`src/rtl/sticky_irq_ctrl_pkg.sv`:
```
package sticky_irq_ctrl_pkg;

  typedef enum logic [1:0] {
    IRQ_MODE_OFF    = 2'd0,
    IRQ_MODE_NORMAL = 2'd1,
    IRQ_MODE_CELL   = 2'd2
  } irq_mode_e;

  function automatic irq_mode_e decode_mode(input logic glb_en, input logic cell_only);
    if (!glb_en)        return IRQ_MODE_OFF;
    else if (cell_only) return IRQ_MODE_CELL;
    else                return IRQ_MODE_NORMAL;
  endfunction

endpackage

```
`src/rtl/irqc_sticky_bank.sv`:
```
module irqc_sticky_bank #(
  parameter int NUM_SRC = 8
) (
  input  logic               clk,
  input  logic               rst,
  input  logic [NUM_SRC-1:0] evt,
  input  logic               clr,
  output logic [NUM_SRC-1:0] sticky
);

  for (genvar i = 0; i < NUM_SRC; i++) begin : g_bit
    always_ff @(posedge clk) begin
      if (rst)
        sticky[i] <= 1'b0;
      else if (clr)
        sticky[i] <= evt[i];              // new event survives the clear
      else
        sticky[i] <= sticky[i] | evt[i];
    end
  end

endmodule

```
`src/rtl/irqc_gate.sv`:
```
module irqc_gate
  import sticky_irq_ctrl_pkg::*;
#(
  parameter int                 NUM_SRC      = 8,
  parameter logic [NUM_SRC-1:0] CELL_ERR_SET = NUM_SRC'(3'b111)
) (
  input  logic               clk,
  input  logic               rst,
  input  logic [NUM_SRC-1:0] sticky,
  input  logic [NUM_SRC-1:0] src_en,
  input  logic               glb_en,
  input  logic               cell_only,
  output logic               irq_n
);

  irq_mode_e          mode;
  logic [NUM_SRC-1:0] sel;
  logic               any_hit;

  always_comb begin
    mode = decode_mode(glb_en, cell_only);
    unique case (mode)
      IRQ_MODE_NORMAL: sel = src_en;
      IRQ_MODE_CELL:   sel = CELL_ERR_SET;
      default:         sel = '0;
    endcase
    any_hit = |(sticky & sel);
  end

  always_ff @(posedge clk) begin
    if (rst) irq_n <= 1'b1;
    else     irq_n <= ~any_hit;
  end

endmodule

```
`src/rtl/irqc_rd_port.sv`:
```
module irqc_rd_port #(
  parameter int NUM_SRC = 8
) (
  input  logic               clk,
  input  logic               rst,
  input  logic               rd,
  input  logic [NUM_SRC-1:0] sticky,
  output logic [NUM_SRC-1:0] data,
  output logic               vld
);

  always_ff @(posedge clk) begin
    if (rst) begin
      data <= '0;
      vld  <= 1'b0;
    end else begin
      vld <= rd;
      if (rd) data <= sticky;
    end
  end

endmodule

```
`src/rtl/sticky_irq_ctrl.sv`:
```
module sticky_irq_ctrl #(
  parameter int                 NUM_SRC      = 8,
  parameter logic [NUM_SRC-1:0] CELL_ERR_SET = NUM_SRC'(3'b111)
) (
  input  logic               clk,
  input  logic               rst,
  input  logic [NUM_SRC-1:0] evt_i,
  input  logic               glb_en_i,
  input  logic               cell_only_i,
  input  logic [NUM_SRC-1:0] src_en_i,
  input  logic               rd_i,
  output logic [NUM_SRC-1:0] rd_data_o,
  output logic               rd_vld_o,
  output logic               irq_n_o
);

  logic [NUM_SRC-1:0] sticky_q;

  irqc_sticky_bank #(.NUM_SRC(NUM_SRC)) u_bank (
    .clk    (clk),
    .rst    (rst),
    .evt    (evt_i),
    .clr    (rd_i),
    .sticky (sticky_q)
  );

  irqc_gate #(.NUM_SRC(NUM_SRC), .CELL_ERR_SET(CELL_ERR_SET)) u_gate (
    .clk       (clk),
    .rst       (rst),
    .sticky    (sticky_q),
    .src_en    (src_en_i),
    .glb_en    (glb_en_i),
    .cell_only (cell_only_i),
    .irq_n     (irq_n_o)
  );

  irqc_rd_port #(.NUM_SRC(NUM_SRC)) u_rd (
    .clk    (clk),
    .rst    (rst),
    .rd     (rd_i),
    .sticky (sticky_q),
    .data   (rd_data_o),
    .vld    (rd_vld_o)
  );

endmodule

```
`config.mk`:
```
export PLATFORM = sky130hd
export DESIGN_NAME = sticky_irq_ctrl
export DESIGN_NICKNAME = d
export VERILOG_FILES = /design/src/rtl/sticky_irq_ctrl_pkg.sv /design/src/rtl/irqc_sticky_bank.sv /design/src/rtl/irqc_gate.sv /design/src/rtl/irqc_rd_port.sv /design/src/rtl/sticky_irq_ctrl.sv
export SDC_FILE = /design/constraint.sdc
export NUM_CORES = 1
export LEC_CHECK = 0
export BUFFER_PORTS_ARGS = -buffer_cell sky130_fd_sc_hd__buf_2
export CAP_MARGIN = 20
export CORE_MARGIN = 10
export CORE_UTILIZATION = 46
export DETAILED_ROUTE_END_ITERATION = 6
export PLACE_DENSITY = 0.91
export SYNTH_ARGS = -nofsm -noshare
export SYNTH_HDL_FRONTEND = slang
export SYNTH_SLANG_ARGS = --single-unit
```
`constraint.sdc`:
```
create_clock -name clk -period 1.5 [get_ports clk]
set_input_delay 0.3 -clock clk [delete_from_list [all_inputs] [get_ports clk]]
set_output_delay 0.3 -clock clk [all_outputs]
set_load 0.01 [all_outputs]
```
# --- Word level (Yosys, flattened, before mapping) ---
# Index checks and enable logic that the tools add are counted.
totals:
  reg_bits: 18
  input_bits: 21
  wordCells: 35
op_classes:
  eq_ne: 2
  mux: 11
  n_bitwise: 10
  n_reduce_logical: 1
op_table:
  columns: ["op", "n"]
  rows:
  - ["$pmux 8 s2", 1]
  - ["$and 8x8->8", 1]
  - ["$mux 1", 8]
  - ["$or 1x1->1", 8]
  - ["$reduce_or 8->1", 1]
  - ["$mux 2", 2]
  - ["$eq 2x1->1 const B", 1]
  - ["$eq 2x2->1 const B", 1]
  - ["$not 1->1", 1]

# --- Longest topological paths before layout ---
# Gate-level depths: netlist (run 1).
logic_depth:
  ltp_word: 7
  ltp_mapped: 4
  depth_no_buf: 3

# --- By module ---
# Synthesis (run 1) repeated with hierarchy kept, for this count alone.
unflattened:
  cells_unflattened: 73
  hier_area_um2: 704.4
by_module_without_submodules:
  columns: ["mod", "n_inst", "cells_each", "area_per_inst_um2"]
  rows:
  - ["irqc_rd_port", 1, 28, 312.8]
  - ["irqc_sticky_bank", 1, 33, 304.0]
  - ["irqc_gate", 1, 12, 87.6]

# --- Least setup slack after synthesis (run 1) ---
# Ideal clock, no wire load.
synth_path:
  path_kind: "input -> register"
  startpoint: "in rd_i"
  endpoint: "reg u_bank.sticky[1]"
  arrival_ps: 658
  slack_ps: 728
  stages: 4
  path_buffers: 1
  cell_sequence: "buf_6 > inv_4 > a21oi_1 > nor2_1"
synth_via:
  elab_chain_cells: 1
synth_rtl:
  columns: ["element", "line", "text"]
  rows:
  - ["from (decl)", "sticky_irq_ctrl.sv:11", "input logic rd_i,"]
  - ["$mux 1", "irqc_sticky_bank.sv:15", "else if (clr)"]
  - ["to (signal, indexed assignment)", "irqc_sticky_bank.sv:16", "sticky[i] <= evt[i];"]
  - ["to (signal, indexed assignment)", "irqc_sticky_bank.sv:18", "sticky[i] <= sticky[i] | evt[i];"]
  - ["to (decl)", "irqc_sticky_bank.sv:8", "output logic [NUM_SRC-1:0] sticky"]
# Every way passes these cells.
# A chain may end at the register's enable or synchronous reset.

# --- Worst setup path in the final report (run 1) ---
layout_path:
  startpoint: "reg u_rd.data[0]"
  endpoint: "out rd_data_o[0]"
layout_lines:
  columns: ["element", "line", "text"]
  rows:
  - ["from (decl)", "irqc_rd_port.sv:8", "output logic [NUM_SRC-1:0] data,"]
  - ["from (signal assigned)", "irqc_rd_port.sv:18", "if (rd) data <= sticky;"]
  - ["to (decl)", "sticky_irq_ctrl.sv:12", "output logic [NUM_SRC-1:0] rd_data_o,"]
# No word-level cell between the ends.

==> qor.yml, run 1 <==
synth_cells: 65
ios: 31
crit_path_end_kind: "primary output"
wl_per_cell_um: 13.9
cts.sinks: 18
synth_cell_types: 13
clkTransAtPathRegs_ps: 100
cp_num_buf_inv: 1
fp.dieW_um: 57.2
dpl_worst_slack_ps: 488
vias_per_cell: 5.02
tightest_slew_ps: 296
cp-start-kind: "flop"
synth_area_um2: 638
slew_violations: 0
hold_viol_final: 0
leakage_nw: 0.408
final_area_um2: 816
grt_pass1_vias: 640
fin_skew_ps: 3.09
start_util_pct: 49.0
post_cts_buffers: 0
setup_slack_ps: 421
nets: 118
power_frac_clock_pct: 31.9
p_total_uw: 919
outcome: "completed"
core-area_um2: 1300
insertion_delay_ps: 290
post_cts_resized: 0
cts_buffers: 3
hold_path.class: "input port to flop"
combPwrFrac_pct: 11.4
htree_levels: 1
port_buffers: 30
swShare_pct: 23.3
hpwl_um: 1220
hold_buffers: 0
p_sw_uw: 214
drive_gt1_share_pct: 36.5
seqPwrFrac_pct: 56.7
drc: 0
cp_top_family: "flip-flops"
fin_crit_ps: 1080
relSlewSlack_pct: 80.3
syn-num-nets: 86
p_int_uw: 705
synth-seq-cells: 18
max_freq_ghz: 0.926
diodes: 0
setup_violations: 0
ant_nets: 0
crit_required_ps: 1200
grt_start_max_net_pins: 19
grt_pass1_wl_um: 2660
cts_root_buf: "clkbuf_4"
setup_tns_ps: 0
grt_overflow: 0
antenna_found_initial: 0
powerDensity_nw_per_um2: 1130
yosys_warnings: 0
post-route-period-util_pct: 72.0
drt_pass1_iterations: 4
crit_type: "flop to primary output"
timing.hold.ws_ps: 214
dieArea_um2: 3280
routed_wl_um: 1550
worst-path-max-fanout: 2
cts_tree: "done"
drt-initial-drc-count: 6
arrival_ps: 780
gp_congestion: 0.709
std_cell_rows: 13
rsz0062_at_grt: "no"
syn_area_per_cell_um2: 9.82
area_delta_synth_final_pct: 27.8
critPathSlowestCell: "dfxtp_1"
gr-usage-all-layers_pct: 10.0
route.vias.total: 557
seq_area_frac_synth_pct: 56.5
path_cells: "buf_2"
clk_path_buf_depth: 2
die_y_um: 57.2
maxCapViolations: 0
critical-path-max-stage-delay_ps: 350
place_area_um2: 779
ir_drop_mv: 0.713
final cells by class:
type,count,area (um2)
clock buffer,4,36.3
inverter,1,6.26
multi-input combinational,43,244
sequential,18,360
timing repair buffer,30,150
tap,15,18.8
fill,126,485
tightest hold or removal path, delay by kind of cell:
kind	cells	cell delay (ps)
buffers and inverters	1	70
AOI/OAI and AO/OA	1	30
and+or+nand+nor	1	70
synth_stat cells:
library cell,count,area share [%]
nor2_1,17,10
nand3b_1,1,1.2
o21ai_0,3,2.4
nor2b_1,1,0.98
inv_4,1,0.98
o21ai_1,1,0.78
nand4_1,1,0.98
buf_2,1,0.78
a22oi_1,2,2.4
mux2i_1,8,13
dfxtp_1,18,56
buf_6,2,3.5
a21oi_1,9,7.1
cells by family (layout without fill, tap and decap cells):
logic type	count (synthesis)	in the layout	synth area share, %
multiplexers	8	8	12.5
buffers and inverters	4	35	5.29
flip-flops	18	18	56.5
AO/OA/AOI/OAI	15	15	12.5
AND/OR/NAND/NOR	20	20	13.1
final timing paths:
path                                        from               end  slack (ps)  cells after the start
worst max-delay path                u_rd.data[0]      rd_data_o[0]         420                      1
worst min-delay path                    evt_i[6]  u_bank.sticky[6]         210                      3
worst max register to register  u_bank.sticky[6]      u_gate.irq_n         670                      3
worst min register to register      u_rd.data[3]      u_rd.data[3]         500                      2
metrics by stage:
step | cells | util (%)
4_1_cts | 111 | 62.7
3_3_place_gp | 107 | 59.9
3_5_place_dp | 107 | 59.9
6_report | 111 | 62.7
2_1_floorplan | 65 | -
5_1_grt | 111 | 62.7
flip-flops by register name (all words and copies together), names as in the netlist:
signal         flops
u_bank.sticky      8
u_rd.data          8
u_gate.irq_n       1
u_rd.vld           1
cell usage in the layout, fill, tap and decap left out:
master / n
mux2i_1: 8
clkbuf_4: 3
dfxtp_1: 18
nand4_1: 1
nand3b_1: 1
a21oi_1: 9
clkbuf_8: 1
inv_4: 1
buf_2: 30
o21ai_0: 3
nor2_1: 17
nor2b_1: 1
a22oi_1: 2
o21ai_1: 1
routing by layer:
metal  vias up  wire [um]  global-route usage (%)
li1        285          -                       -
met4         0         17                    6.04
met5         -          0                       0
met3         2        119                    4.65
met1       255        625                    8.88
met2        15        784                    18.0
power by group through the flow:
stage	clock, mW	sequential (mW)	combinational (mW)
6_report	0.293	0.521	0.105
5_1_grt	0.321	0.524	0.120
4_1_cts	0.308	0.521	0.107
3_5_place_dp	0	0.532	0.107
3_3_place_gp	0	0.531	0.103
2_1_floorplan	0	0.536	0.0574
Note: power is estimated with default switching activity, not from simulation.
==> run 2: changes to the inputs <==
--- a/config.mk
+++ b/config.mk
@@ -8,9 +8,9 @@
 export BUFFER_PORTS_ARGS = -buffer_cell sky130_fd_sc_hd__buf_2
 export CAP_MARGIN = 20
 export CORE_MARGIN = 10
-export CORE_UTILIZATION = 46
+export CORE_UTILIZATION = 42
 export DETAILED_ROUTE_END_ITERATION = 6
-export PLACE_DENSITY = 0.91
+export PLACE_DENSITY = 0.85
 export SYNTH_ARGS = -nofsm -noshare
 export SYNTH_HDL_FRONTEND = slang
 export SYNTH_SLANG_ARGS = --single-unit
==> constraint.sdc (replaced) <==
create_clock -name clk -period 1 [get_ports clk]
set_input_delay 0.2 -clock clk [delete_from_list [all_inputs] [get_ports clk]]
set_output_delay 0.2 -clock clk [all_outputs]
set_load 0.01 [all_outputs]
==> run 2 against run 1 <==
Net effect:
- setup slack got worse by 370 ps
- hold slack worse by 92 ps
- via count fell by 1.8%
- critical path depth is the same
- sequential share of layout area rose by 0.36 points
- utilization down 6.7 points
- power grew 49%
- flip-flop and latch count stayed put
- final cell count grew 0.90%
- critical path type unchanged
- critical endpoint unchanged
- largest power group unchanged
- highest routed layer unchanged
==> qor.yml, run 2 (same netlist as run 1, synthesis figures left out) <==
core-area_um2: 1470
top_regs: "u_bank.sticky (8), u_rd.data (8)"
hold_viol_final: 0
critical-path-max-stage-delay_ps: 340
grt_start_max_net_pins: 19
final_area_um2: 823
dieArea_um2: 3480
vias_per_cell: 4.88
grt_pass1_wl_um: 2530
ios: 31
route.vias.total: 547
setup_violations: 0
drive_gt1_share_pct: 41.7
insertion_delay_ps: 290
outcome: "completed"
setup_tns_ps: 0
routed_wl_um: 1520
relSlewSlack_pct: 80.3
path_cells: "buf_2"
hold_buffers: 0
hold_path.class: "input port to flop"
cts_buffers: 3
rsz0062_at_grt: "no"
max_freq_ghz: 1.05
die_y_um: 59.0
start_util_pct: 43.4
gr-usage-all-layers_pct: 9.26
powerDensity_nw_per_um2: 1670
diodes: 0
place_area_um2: 781
maxCapViolations: 0
port_buffers: 30
fp.dieW_um: 59.0
wl_per_cell_um: 13.6
crit_path_end_kind: "primary output"
drt-initial-drc-count: 5
worst-path-max-fanout: 2
gp_congestion: 0.770
leakage_nw: 0.410
slew_violations: 0
tightest_slew_ps: 295
antenna_found_initial: 0
grt_pass1_vias: 557
cp_num_buf_inv: 1
crit_type: "flop to primary output"
fin_crit_ps: 953
fin_skew_ps: 2.46
std_cell_rows: 14
grt_overflow: 0
hpwl_um: 1240
mostFrequentLayoutCell: "buf_2"
layout_common_cells: "30 x buf_2, 17 x nor2_1, 13 x dfxtp_1"
instances_no_fill: 112
cp_top_family: "flip-flops"
arrival_ps: 750
cts_tree: "done"
ant_nets: 0
placed_cells: 108
clk_path_buf_depth: 2
cts_root_buf: "clkbuf_4"
htree_levels: 1
nets: 118
critPathSlowestCell: "dfxtp_1"
clkTransAtPathRegs_ps: 100
cp-start-kind: "flop"
cts.sinks: 18
crit_required_ps: 800
post-route-period-util_pct: 95.3
p_total_mw: 1.37
drt_pass1_iterations: 2
ir_drop_mv: 0.831
drc: 0
area_delta_synth_final_pct: 29.0
==> run 2: cell counts in the layout (fill, tap and decap cells not counted) <==
Identical to the previous run, type by type.
==> run 2: what timing repair did <==
item	in CTS	in global routing
resized for setup	0	5
endpoints found under the setup margin	0	5
setup buffers	0	0
==> run 2: area by class of cell <==
type                    count  area, um2
inverters                   1       6.26
well taps                  16       20.0
multi-input cells          43        244
flip-flops and latches     18        367
fillers                   141        648
clock buffers               4       36.3
repair buffers             30        150
==> run 2: per-layer routing <==
metal / global-route usage [%] / part of all wire, % / vias up
li1: - / - / 283
met1: 9.25 / 34 / 245
met2: 15.6 / 54 / 15
met3: 3.65 / 8.8 / 4
met4: 5.90 / 2.5 / 0
met5: 0 / 0 / -
==> run 2: worst paths after layout <==
check | depth (start not counted) | slack (ps) | end | startpoint
hold / removal | 3 | 120 | u_bank.sticky[4] | evt_i[4]
hold reg to reg | 2 | 490 | u_rd.data[4] | u_rd.data[4]
setup reg to reg | 3 | 190 | u_gate.irq_n | u_bank.sticky[6]
setup / recovery | 1 | 50 | rd_data_o[0] | u_rd.data[0]
==> run 2: through the flow <==
| step | setup WS (ps) | util (%) | hold slack [ps] |
|---|---|---|---|
| final | 47.3 | 56.0 | 121 |
| after global routing | 1.09 | 56.0 | 129 |
| after CTS | 21.5 | 55.5 | 114 |
| after detailed placement | 110 | 53.1 | 417 |
| after global placement | 138 | 53.1 | 410 |
| after floorplan | 285 | - | 317 |
==> run 2: where the power goes <==
group | internal (mW) | leakage (nW) | total (mW) | switching [mW]
registers | 0.759 | 0.151 | 0.782 | 0.0232
logic | 0.0785 | 0.238 | 0.158 | 0.0799
clock network | 0.222 | 0.0210 | 0.432 | 0.210
total | 1.06 | 0.410 | 1.37 | 0.313
